<file path="src/rtl/vpic_pkg.sv">
package vpic_pkg;
  typedef enum logic [1:0] {PH_IDLE, PH_ENTRY, PH_RET} phase_t;

  // Length of the entry sequence; waking from sleep adds the extra cycles
  function automatic int unsigned entry_len(int unsigned base, int unsigned extra, logic wake);
    return base + (wake ? extra : 0);
  endfunction
endpackage

</file>
<file path="src/rtl/vpic_flags.sv">
module vpic_flags #(
  parameter int unsigned NE = 3,
  parameter int unsigned NL = 2,
  localparam int unsigned NS = NE + NL
) (
  input  logic          clk,
  input  logic          rst_n,
  input  logic [NE-1:0] src_edge,
  input  logic [NL-1:0] src_level,
  input  logic [NE-1:0] flag_clr,
  input  logic          en_we,
  input  logic [NS-1:0] en_wdata,
  input  logic [NS-1:0] acc_oh,
  output logic [NE-1:0] flag_q,
  output logic [NS-1:0] req
);
  logic [NS-1:0] en_q;
  logic [NE-1:0] acc_edge;

  assign acc_edge = acc_oh[NE-1:0];

  // a new event wins over every clear arriving in the same cycle
  always_ff @(posedge clk or negedge rst_n) begin
    if (!rst_n) begin
      flag_q <= '0;
      en_q   <= '0;
    end else begin
      flag_q <= (flag_q & ~flag_clr & ~acc_edge) | src_edge;
      if (en_we) en_q <= en_wdata;
    end
  end

  assign req = en_q & {src_level, flag_q};

  assert_acc_clears_flag_R3: assert property (@(posedge clk) disable iff (!rst_n)
    (|(acc_edge & ~src_edge)) |=> ((flag_q & $past(acc_edge & ~src_edge)) == '0));

  assert_event_latched_R4: assert property (@(posedge clk) disable iff (!rst_n)
    (|src_edge) |=> ((flag_q & $past(src_edge)) == $past(src_edge)));
endmodule

</file>
<file path="src/rtl/vpic_arb.sv">
module vpic_arb #(
  parameter int unsigned NS = 5,
  localparam int unsigned VW = $clog2(NS + 1)
) (
  input  logic          clk,
  input  logic          rst_n,
  input  logic [NS-1:0] req,
  output logic [NS-1:0] grant,
  output logic          any_req,
  output logic [VW-1:0] vec
);
  logic [NS:0] below;
  assign below[0] = 1'b0;

  // priority chain: a request wins only if nothing below it is asking
  for (genvar g = 0; g < NS; g++) begin : g_chain
    assign grant[g]     = req[g] & ~below[g];
    assign below[g + 1] = below[g] | req[g];
  end

  assign any_req = below[NS];

  always_comb begin
    vec = '0;
    for (int i = 0; i < NS; i++)
      if (grant[i]) vec = VW'(i + 1);
  end

  assert_grant_onehot_R1: assert property (@(posedge clk) disable iff (!rst_n)
    $onehot0(grant));

  assert_grant_lowest_R1: assert property (@(posedge clk) disable iff (!rst_n)
    any_req |-> (grant == (req & (~req + 1'b1))));
endmodule

</file>
<file path="src/rtl/vpic_seq.sv">
module vpic_seq
  import vpic_pkg::*;
#(
  parameter int unsigned VW        = 3,
  parameter int unsigned ENTRY_CYC = 4,
  parameter int unsigned WAKE_CYC  = 4,
  parameter int unsigned RET_CYC   = 4,
  localparam int unsigned CW = $clog2(ENTRY_CYC + WAKE_CYC + RET_CYC + 1)
) (
  input  logic          clk,
  input  logic          rst_n,
  input  logic          any_req,
  input  logic [VW-1:0] vec_in,
  input  logic          insn_end,
  input  logic          mc_busy,
  input  logic          sleeping,
  input  logic          gie_set,
  input  logic          gie_clr,
  input  logic          reti,
  output logic          take,
  output logic          ack_q,
  output logic [VW-1:0] vec_q,
  output logic          busy,
  output logic          vec_go,
  output logic          sp_pop,
  output logic          gie_q
);
  phase_t        phase;
  logic [CW-1:0] cnt;
  logic          is_idle, seq_last, ret_end, at_boundary;

  assign is_idle     = (phase == PH_IDLE);
  assign at_boundary = sleeping | (insn_end & ~mc_busy);
  assign take        = any_req & gie_q & ~gie_clr & is_idle & ~reti & at_boundary;
  assign seq_last    = ~is_idle & (cnt == '0);
  assign ret_end     = (phase == PH_RET) & seq_last;

  always_ff @(posedge clk or negedge rst_n) begin
    if (!rst_n) begin
      phase <= PH_IDLE;
      cnt   <= '0;
      ack_q <= 1'b0;
      vec_q <= '0;
      gie_q <= 1'b0;
    end else begin
      ack_q <= take;
      if (take) begin
        phase <= PH_ENTRY;
        cnt   <= CW'(entry_len(ENTRY_CYC, WAKE_CYC, sleeping) - 1);
        vec_q <= vec_in;
      end else if (is_idle && reti) begin
        phase <= PH_RET;
        cnt   <= CW'(RET_CYC - 1);
      end else if (seq_last) begin
        phase <= PH_IDLE;
      end else if (!is_idle) begin
        cnt <= cnt - 1'b1;
      end
      if (take || gie_clr)        gie_q <= 1'b0;
      else if (gie_set || ret_end) gie_q <= 1'b1;
    end
  end

  assign busy   = ~is_idle;
  assign vec_go = (phase == PH_ENTRY) & (cnt == '0);
  assign sp_pop = (phase == PH_RET) & (cnt >= CW'(RET_CYC - 2));

  assert_take_drops_gie_R2: assert property (@(posedge clk) disable iff (!rst_n)
    take |=> (ack_q && !gie_q && busy));

  assert_clr_blocks_take_R7: assert property (@(posedge clk) disable iff (!rst_n)
    gie_clr |-> !take);

  assert_mc_blocks_take_R10: assert property (@(posedge clk) disable iff (!rst_n)
    (mc_busy && !sleeping) |-> !take);

  assert_entry_bound_R8: assert property (@(posedge clk) disable iff (!rst_n)
    (phase == PH_ENTRY) |-> (cnt < CW'(ENTRY_CYC + WAKE_CYC)));

  assert_ret_sets_gie_R9: assert property (@(posedge clk) disable iff (!rst_n)
    ret_end |=> gie_q);

  assert_gie_rise_cause_R6: assert property (@(posedge clk) disable iff (!rst_n)
    $rose(gie_q) |-> ($past(gie_set) || $past(ret_end)));
endmodule

</file>
<file path="src/rtl/vpic_ctrl.sv">
module vpic_ctrl #(
  parameter int unsigned NUM_EDGE  = 3,
  parameter int unsigned NUM_LEVEL = 2,
  parameter int unsigned ENTRY_CYC = 4,
  parameter int unsigned WAKE_CYC  = 4,
  parameter int unsigned RET_CYC   = 4,
  localparam int unsigned NS = NUM_EDGE + NUM_LEVEL,
  localparam int unsigned VW = $clog2(NS + 1)
) (
  input  logic                 clk,
  input  logic                 rst_n,
  input  logic [NUM_EDGE-1:0]  src_edge,
  input  logic [NUM_LEVEL-1:0] src_level,
  input  logic                 en_we,
  input  logic [NS-1:0]        en_wdata,
  input  logic [NUM_EDGE-1:0]  flag_clr,
  input  logic                 insn_end,
  input  logic                 mc_busy,
  input  logic                 sleeping,
  input  logic                 gie_set,
  input  logic                 gie_clr,
  input  logic                 reti,
  output logic                 irq_ack,
  output logic [VW-1:0]        irq_vec,
  output logic                 seq_busy,
  output logic                 vec_go,
  output logic                 sp_pop,
  output logic                 gie,
  output logic [NUM_EDGE-1:0]  flags
);
  logic [NS-1:0] req, grant, acc_oh;
  logic          any_req, take;
  logic [VW-1:0] win_vec;

  assign acc_oh = grant & {NS{take}};

  vpic_flags #(.NE(NUM_EDGE), .NL(NUM_LEVEL)) u_flags (
    .clk(clk), .rst_n(rst_n), .src_edge(src_edge), .src_level(src_level),
    .flag_clr(flag_clr), .en_we(en_we), .en_wdata(en_wdata), .acc_oh(acc_oh),
    .flag_q(flags), .req(req)
  );

  vpic_arb #(.NS(NS)) u_arb (
    .clk(clk), .rst_n(rst_n), .req(req), .grant(grant), .any_req(any_req), .vec(win_vec)
  );

  vpic_seq #(.VW(VW), .ENTRY_CYC(ENTRY_CYC), .WAKE_CYC(WAKE_CYC), .RET_CYC(RET_CYC)) u_seq (
    .clk(clk), .rst_n(rst_n), .any_req(any_req), .vec_in(win_vec),
    .insn_end(insn_end), .mc_busy(mc_busy), .sleeping(sleeping),
    .gie_set(gie_set), .gie_clr(gie_clr), .reti(reti),
    .take(take), .ack_q(irq_ack), .vec_q(irq_vec), .busy(seq_busy),
    .vec_go(vec_go), .sp_pop(sp_pop), .gie_q(gie)
  );

  assert_vec_nonzero_R1: assert property (@(posedge clk) disable iff (!rst_n)
    irq_ack |-> (irq_vec != '0));
endmodule

</file>
<file path="config.mk">
export PLATFORM = sky130hd
export DESIGN_NAME = vpic_ctrl
export DESIGN_NICKNAME = d
export VERILOG_FILES = /design/src/rtl/vpic_pkg.sv /design/src/rtl/vpic_flags.sv /design/src/rtl/vpic_arb.sv /design/src/rtl/vpic_seq.sv /design/src/rtl/vpic_ctrl.sv
export SDC_FILE = /design/constraint.sdc
export NUM_CORES = 1
export LEC_CHECK = 0
export BUFFER_PORTS_ARGS = -buffer_cell sky130_fd_sc_hd__buf_2
export CAP_MARGIN = 20
export CORE_ASPECT_RATIO = 1.5
export CORE_MARGIN = 8
export CORE_UTILIZATION = 45
export CTS_CLUSTER_DIAMETER = 50
export CTS_CLUSTER_SIZE = 40
export DETAILED_ROUTE_END_ITERATION = 8
export PLACE_DENSITY_LB_ADDON = 0.3
export RECOVER_POWER = 50
export SLEW_MARGIN = 20
export SYNTH_ARGS = -nofsm -noshare
export SYNTH_HDL_FRONTEND = slang
export SYNTH_HIERARCHICAL = 1
export SYNTH_SLANG_ARGS = --single-unit
</file>
<file path="constraint.sdc">
create_clock -name clk -period 2.2 [get_ports clk]
set_clock_uncertainty 0.2 [all_clocks]
set_input_delay 0.11 -clock clk [delete_from_list [all_inputs] [get_ports clk]]
set_output_delay 0.11 -clock clk [all_outputs]
set_load 0.01 [all_outputs]
</file>
# Yosys cells after proc, flatten, opt, wreduce, memory -nomap -nowiden
# Index checks and enable logic that the tools add are counted.
[totals] ff_bits=19 inputBits=22 out_inout_bits=11 elab_cells=72
[op_classes] addsub=3 magnitude_cmp=1 eq_ne=4 n_mux=15 bitwise=34 n_reduce_logical=8
[op_table] operator="2-to-1 mux 4 bit" n=4
[op_table] operator="2-to-1 mux 3 bit" n=5
[op_table] operator="bitwise AND 1 bit" n=14
[op_table] operator="bitwise AND 3 bit" n=3
[op_table] operator="inverter 1 bit" n=8
[op_table] operator="subtractor 4 x 1 -> 4 bit, second input constant" n=2
[op_table] operator="2-to-1 mux 2 bit" n=3
[op_table] operator="!= test 3 bit, second input constant" n=2
[op_table] operator="inverter 3 bit" n=2
[op_table] operator="bitwise AND 5 bit" n=1
[op_table] operator="bitwise OR 1 bit" n=5
[op_table] operator="adder 3 x 4 -> 4 bit, first input constant" n=1
[op_table] operator="greater-or-equal comparator 4 x 2 -> 1 bit, second input constant" n=1
[op_table] operator="logical NOT 4 bit" n=1
[op_table] operator="2-to-1 mux 1 bit" n=3
[op_table] operator="bitwise OR 3 bit" n=1
[op_table] operator="nonzero test 3 bit" n=1
[op_table] operator="equality test 2 x 1 -> 1 bit, second input constant" n=1
[op_table] operator="equality test 2 bit, second input constant" n=1
[op_table] operator="logical NOT 2 bit" n=1
[op_table] operator="logical OR 1 bit" n=2
[op_table] operator="AND reduction 2 bit" n=1
[op_table] operator="nonzero test 2 bit" n=1
[op_table] operator="logical AND 1 bit" n=1

# Depth between registers and ports, before layout
# Gate-level depths: netlist (run 1).
[depth] depth_word=14 ltp_mapped=9 depth_no_buf=9

# Cells and area by module
# Netlist (run 1), hierarchy kept.
[modules_own_cells] module="vpic_seq" n_inst=1 cells_per_inst=57 area_per_inst_um2=588.1 seq_area_each_um2=275.3
[modules_own_cells] module="vpic_flags" n_inst=1 cells_per_inst=24 area_per_inst_um2=321.6 seq_area_each_um2=200.2
[modules_own_cells] module="vpic_arb" n_inst=1 cells_per_inst=14 area_per_inst_um2=81.3 seq_area_each_um2=0.0
[modules_own_cells] module="vpic_ctrl" n_inst=1 cells_per_inst=5 area_per_inst_um2=31.3 seq_area_each_um2=0.0

# Worst setup path before layout (run 1)
# No wires, ideal clock.
[synth_path] kind="reg-to-reg" from="reg u_seq.cnt[0]" to="reg u_seq.gie_q" setup_ns=0.087 t_arrival_ns=1.702 required_time_ns=1.913 setup_slack_ns=0.212 path_stages_with_launch=7 n_path_buf=1 synth_period_minus_slack_ns=1.988 cell_sequence="dfrtp_1 inv_1 ha_1 or3b_1 buf_2 or3b_1 a211oi_2"
[synth_via] elab_chain_cells=5
[synth_rtl] element="start: declaration" line_no="vpic_seq.sv:29" source="logic [CW-1:0] cnt;"
[synth_rtl] element="start signal: assignment" line_no="vpic_seq.sv:49" source="cnt <= CW'(entry_len(ENTRY_CYC, WAKE_CYC, sleeping) - 1);"
[synth_rtl] element="start signal: assignment" line_no="vpic_seq.sv:53" source="cnt <= CW'(RET_CYC - 1);"
[synth_rtl] element="start signal: assignment" line_no="vpic_seq.sv:57" source="cnt <= cnt - 1'b1;"
[synth_rtl] element="logical NOT 4 bit" line_no="vpic_seq.sv:35" source="assign seq_last = ~is_idle & (cnt == '0);"
[synth_rtl] element="bitwise AND 1 bit" line_no="vpic_seq.sv:35"
[synth_rtl] element="bitwise AND 1 bit" line_no="vpic_seq.sv:36" source="assign ret_end = (phase == PH_RET) & seq_last;"
[synth_rtl] element="logical OR 1 bit" line_no="vpic_seq.sv:60" source="else if (gie_set || ret_end) gie_q <= 1'b1;"
[synth_rtl] element="nonzero test 2 bit (no line)"
[synth_rtl] element="end signal: assignment" line_no="vpic_seq.sv:44" source="gie_q <= 1'b0;"
[synth_rtl] element="end signal: assignment" line_no="vpic_seq.sv:59" source="if (take || gie_clr) gie_q <= 1'b0;"
[synth_rtl] element="end signal: assignment" line_no="vpic_seq.sv:60"
[synth_rtl] element="end: declaration" line_no="vpic_seq.sv:26" source="output logic gie_q"
# Every way passes these cells.
# A chain may end at the register's enable or synchronous reset.

# Final worst setup path (run 1)
[layout_path] from="reg u_seq.cnt[1]" to="out vec_go"
[layout_via] elab_chain_cells=2
[layout_rtl] element="logical NOT 4 bit" line_no="vpic_seq.sv:65" source="assign vec_go = (phase == PH_ENTRY) & (cnt == '0);"
[layout_rtl] element="bitwise AND 1 bit" line_no="vpic_seq.sv:65"
[layout_rtl] element="end: declaration" line_no="vpic_ctrl.sv:26" source="output logic vec_go,"
# Every way passes these cells.

==> key figures, run 1 <==
Placed design
  • Port bufs: 32
  • Gpl congestion: 0.8175
  • Placed instance count: 152
  • Detailed placer's ending HPWL: about 1800 um
  • Pre-CTS WS: approximately 95 ps

CTS
  • H-tree Lvls: 1
  • CTS root buf: clkbuf_4
  • Worst-path clk slew: 110 ps
  • CTS max path bufs: 2
  • CTS tree: built
  • Clk sink count: 19
  • Skew-Pair Late Insertion Delay: 300 ps
  • TritonCTS buffer count: 3

Worst setup path
  • Cell at the slowest stage of the critical path: dfrtp_2
  • Worst Setup End Kind: output pin
  • Slowest stage delay, CP: 440 ps
  • CP Max Fanout: 8
  • Cell Chain, Critical Path: inv_1 -> ha_1 -> or3b_4 -> nor3b_2 -> buf_2
  • Setup CP Type: reg2out
  • Req. time, crit path: 1890 ps
  • Startpoint Class: flop
  • Arrival time at the worst endpoint: approximately 1800 ps

Cells and area
  • Antenna cells: 0
  • Non-filler cells, final: 179
  • Layout area overhead: 45.42%
  • Nets: 182
  • Share of cells above drive strength 1: 28.21%
  • Layout fillers: 172

Timing
  • # setup viols final: 0
  • Part of the cycle the worst path needs: approximately 94%
  • Minimum clock period: 2077 ps
  • Final hold vios: 0
  • RSZ-0062 raised after global routing: false
  • Final Worst Setup Slack: ~120 ps
  • TNS Setup: 0 ps
  • Worst slew pin tran: between 900 and 1000 ps
  • Fmax: 0.4814 GHz
  • Fin. max-slew vios: 0
  • Max-slew headroom at the worst pin: 34.24%

Drt
  • Metal-1 WL: about 1000 um
  • Post-Route WL: 2591 um
  • Routed vias: 971
  • Max layer used: met4
  • DR WL/cell: 14.47 um
  • DR DRC count: 0
  • Initial drt markers: 30
  • Post-route ant nets: 0
  • Number of vias per cell: 5.425
  • Met2 WL: 1332 um
  • 1st-pass router iterations: 5
  • Met3 WL: 208 um

Synthesis
  • Yosys warns: 6
  • Avg Cell Area, Syn: 10.39 um^2
  • Mapped Area: between 900 and 1000 um^2
  • Cells after synthesis: 96
  • Mapped Nets: between 100 and 150

Floorplanning
  • Starting Density: a little under half
  • Core area: 2155 um^2
  • DIE WIDTH: 54.44 um
  • Top-level I/O count: 33
  • Die Y: roughly 74 um
  • Rows: 21
  • Die area: roughly 4000 um^2

Power and ir drop
  • Peak supply drop: 0.6893 mV
  • Leakage: 0.6989 nW
  • Overall power: 1.264 mW
  • PD cells: 871.3 nW/um^2

GRT
  • Vias in the first global route: 1042
  • First-pass GRT wire length: around 4200 um
  • Initial antenna violation count: 0
  • Total Routing Usage GR: between 10% and 20%
  • Remaining Overflow, GRT: 0
  • Largest net degree at the start of global routing: 20

Job
  • Maxcap violations: 0

Status
  • Status: completed

Hold path
  • Hold Path Class: in2reg
==> flip-flops by register name, indices dropped and copies added (netlist names) <==
signal and cells:
u_flags/en_q 5, u_flags/flag_q 3, u_seq/ack_q 1, u_seq/cnt 4, u_seq/gie_q 1, u_seq/phase 2, u_seq/vec_q 3
==> through the flow <==
step / area [um^2] / utilization, % / hold slack [ps]
after floorplan: 997.2 / - / -385.6
after global placement: 1196 / 55.52 / -124.8
after detailed placement: 1196 / 55.52 / -130.7
after CTS: 1436 / 66.67 / 11.90
after global routing: 1450 / 67.31 / 50.44
final: 1450 / 67.31 / 14.23
==> layout make-up <==
cell class,instances,area (um^2),area share (%)
timing repair buffer,58,400.4,27.61
clock inverter,1,5.005,0.3451
clock buffer,3,22.52,1.553
multi-input combinational,68,490.5,33.82
sequential,19,476.7,32.87
inverter,7,26.28,1.812
tap,23,28.78,1.984
==> layout by cell type, fill, tap and decap left out, drive strengths merged, types with 3 or more instances in the layout <==
master / instances
buf: 31
dlygate4sd3: 21
dfrtp: 19
nor2: 10
clkbuf: 9
and2: 8
mux2: 8
inv: 7
nand2: 4
a21o: 3
ha: 3
nor3b: 3
o21ai: 3
or3b: 3
==> critical path: cells and delay by family (launching register included) <==
| kind | cells | cell delay, ps |
|---|---|---|
| fa+ha+maj | 1 | 190 |
| buf+inv | 2 | 240 |
| flops | 1 | 440 |
| simple gates | 2 | 610 |
==> path summary, 6_finish.rpt <==
check	cells past startpoint	from	endpoint	slack [ps]
worst max-delay path	5	u_seq/cnt[1]	vec_go	120
worst max register to register	7	u_flags/flag_q[1]	u_seq/cnt[0]	140
worst min-delay path	4	insn_end	u_seq/cnt[2]	10
worst min register to register	1	u_seq/vec_q[0]	u_seq/vec_q[0]	300
max in group asynchronous	2	rst_n	u_seq/cnt[1]	860
min in group asynchronous	2	rst_n	u_flags/en_q[1]	280
==> what timing repair did <==
action                                  in CTS  in global routing
hold endpoints to repair                    31                  0
endpoints found under the setup margin       1                  1
pin swaps                                    0                  0
buffers inserted                             0                  2
hold buffers                                21                  0
cloned                                       0                  0
gates resized for setup                      1                  3
==> metal layers <==
metal	GRT usage [%]	vias up
li1	-	454
met2	23.15	40
met5	0	-
met3	2.632	8
met1	14.75	469
met4	9.341	0
==> power breakdown <==
group	internal (mW)	leakage, nW	total, mW	switching [mW]
clock network	0.0677	0.0177	0.177	0.109
registers	0.442	0.229	0.522	0.0797
logic	0.284	0.452	0.565	0.281
(Power assumes the default switching activity.)
==> inputs of run 2 (changes only) <==
--- a/config.mk
+++ b/config.mk
@@ -9,7 +9,7 @@
 export CAP_MARGIN = 20
 export CORE_ASPECT_RATIO = 1.5
 export CORE_MARGIN = 8
-export CORE_UTILIZATION = 45
+export CORE_UTILIZATION = 44
 export CTS_CLUSTER_DIAMETER = 50
 export CTS_CLUSTER_SIZE = 40
 export DETAILED_ROUTE_END_ITERATION = 8
==> constraint.sdc (replaced) <==
create_clock -name clk -period 1.9 [get_ports clk]
set_clock_uncertainty 0.2 [all_clocks]
set_input_delay 0.095 -clock clk [delete_from_list [all_inputs] [get_ports clk]]
set_output_delay 0.095 -clock clk [all_outputs]
set_load 0.01 [all_outputs]
==> key figures, run 2 (synthesized netlist as in run 1, its figures left out) <==
Status
  • Status: complete, but fails checks
  • Violated checks: setup timing

Timing
  • RSZ-0062 raised after global routing: true
  • Part of the cycle the worst path needs: 106.6%
  • Final Worst Setup Slack: -124.9 ps
  • Fmax: 0.4939 GHz
  • Minimum clock period: 2025 ps
  • Fin. max-slew vios: 0
  • Worst slew pin tran: 1031 ps
  • # setup viols final: 4
  • Final hold vios: 0
  • Max-slew headroom at the worst pin: 31.24%
  • WHS: 61.75 ps

Hold path
  • Hold_sp: insn_end
  • Hold Path Class: in2reg
  • Hold Path Depth: 4

Drt
  • Post-Route WL: 2922 um
  • Number of vias per cell: between 5 and 6
  • Met3 WL: 166 um
  • Metal-1 WL: 1088 um
  • Max layer used: met4
  • Post-route ant nets: 0
  • DR DRC count: 0
  • Routed vias: between 900 and 1000
  • DR WL/cell: 15.38 um
  • Met2 WL: 1656 um
  • 1st-pass router iterations: 4
  • Initial drt markers: 10

Worst setup path
  • CP Max Fanout: 2
  • Startpoint Class: flop
  • Slowest stage delay, CP: 420 ps
  • Cell at the slowest stage of the critical path: dfrtp_1
  • Worst Setup End Kind: output pin
  • R2R Path Start: u_seq/cnt[1]
  • Cell Chain, Critical Path: inv_2 -> ha_4 -> or3b_4 -> buf_6 -> nor3b_2 -> buf_2
  • Critical path launch point: u_seq/cnt[1]
  • Req. time, crit path: 1600 ps
  • Arrival time at the worst endpoint: about 1700 ps
  • Setup CP Type: reg2out
  • Worst r2r path cells: 6

Cells and area
  • Most common cell after layout, fill and taps aside: buf_2
  • Largest register FFs: 5
  • Most frequent cells in the layout: buf_2, dlygate4sd3_1, dfrtp_1
  • Fin util: 74.64%
  • Nets: about 190
  • Antenna cells: 0
  • Layout area overhead: 63.24%
  • Share of cells above drive strength 1: a little under half
  • Regs by FF count: u_flags/en_q x5, u_seq/cnt x4
  • Top reg by flops: u_flags/en_q

CTS
  • CTS tree: built
  • Skew-Pair Late Insertion Delay: about 300 ps
  • CTS max path bufs: 2
  • Clk sink count: 19
  • TritonCTS buffer count: 3
  • H-tree Lvls: 1
  • Worst-path clk slew: 110 ps
  • CTS root buf: clkbuf_4

Floorplanning
  • Rows: 21
  • Die area: 4077 um^2
  • Core area: 2181 um^2
  • Starting Density: 45.73%
  • Top-level I/O count: 33
  • DIE WIDTH: 54.87 um
  • Die Y: 74.31 um

GRT
  • Total Routing Usage GR: between 10 and 15%
  • Initial antenna violation count: 0
  • Largest net degree at the start of global routing: 20
  • Vias in the first global route: slightly above 1000
  • First-pass GRT wire length: 4395 um
  • Remaining Overflow, GRT: 0

Placed design
  • Gpl congestion: 0.7761
  • Port bufs: 32
  • Detailed placer's ending HPWL: 1892 um

Power and ir drop
  • Leakage: 0.7804 nW
  • Peak supply drop: 0.8070 mV
  • PD cells: 1035 nW/um^2

Job
  • Maxcap violations: 0
[run 2: cell count changes in the layout (fill, tap and decap cells not counted), sizes merged]
cell / change
clkinv: -1
clkbuf: -4
buf: +15
clkinvlp: +1
[run 2: path summary, 6_finish.rpt]
path,end,slack [ps]
worst min register to register,u_flags/flag_q[1],310
min in group asynchronous,u_seq/cnt[1],290
worst min-delay path,u_seq/cnt[2],60
max in group asynchronous,u_seq/cnt[2],590
worst max-delay path,vec_go,-120
worst max register to register,u_seq/gie_q,-110
[run 2: cell type report]
cell class	instances	area, um^2
Multi-Input combinational cell	68	569.3
Fill cell	159	553.0
Timing Repair Buffer	68	489.2
Sequential cell	19	475.5
Inverter	7	31.28
Tap cell	23	28.78
Clock buffer	4	26.28
Timing Repair inverter	1	7.507
[run 2: repair_timing]
item,in CTS,in global routing
resized for setup,6,18
cloned,0,1
buffers inserted,2,3
hold buffers,21,0
endpoints found under the hold margin,31,0
pin swaps,0,10
setup endpoints to repair,6,12
[run 2: per-stage QoR]
step | TNS, ps | power (mW) | instances | worst slack (ps) | area [um^2]
2_1_floorplan | -74.88 | 0.9792 | 96 | -38.94 | 1008
3_3_place_gp | 0 | 1.233 | 159 | 29.28 | 1254
3_5_place_dp | -15.15 | 1.260 | 159 | -9.284 | 1254
4_1_cts | -254.7 | 1.568 | 186 | -112.9 | 1529
5_1_grt | -1054 | 1.813 | 190 | -213.5 | 1628
6_report | -353.9 | 1.684 | 190 | -124.9 | 1628
[run 2: layer usage]
| layer | vias to the layer above | GRT usage, % |
|---|---|---|
| li1 | 477 | - |
| met5 | - | 0 |
| met3 | 2 | 2.200 |
| met2 | 26 | 25.66 |
| met1 | 463 | 15.36 |
| met4 | 0 | 6.044 |
[run 2: power by group]
part | switching [mW] | total [mW] | internal (mW) | leakage, nW
Clock | 0.122 | 0.204 | 0.0817 | 0.0150
Combinational | 0.422 | 0.892 | 0.470 | 0.535
Sequential | 0.0782 | 0.588 | 0.510 | 0.230
[run 2: critical path, delay by kind of cell, from the launching register on]
kind	cells	cell delay, ps
flip-flops	1	420
AND/OR/NAND/NOR	2	510
adder cells (fa/ha/maj)	1	130
buffers and inverters	3	370
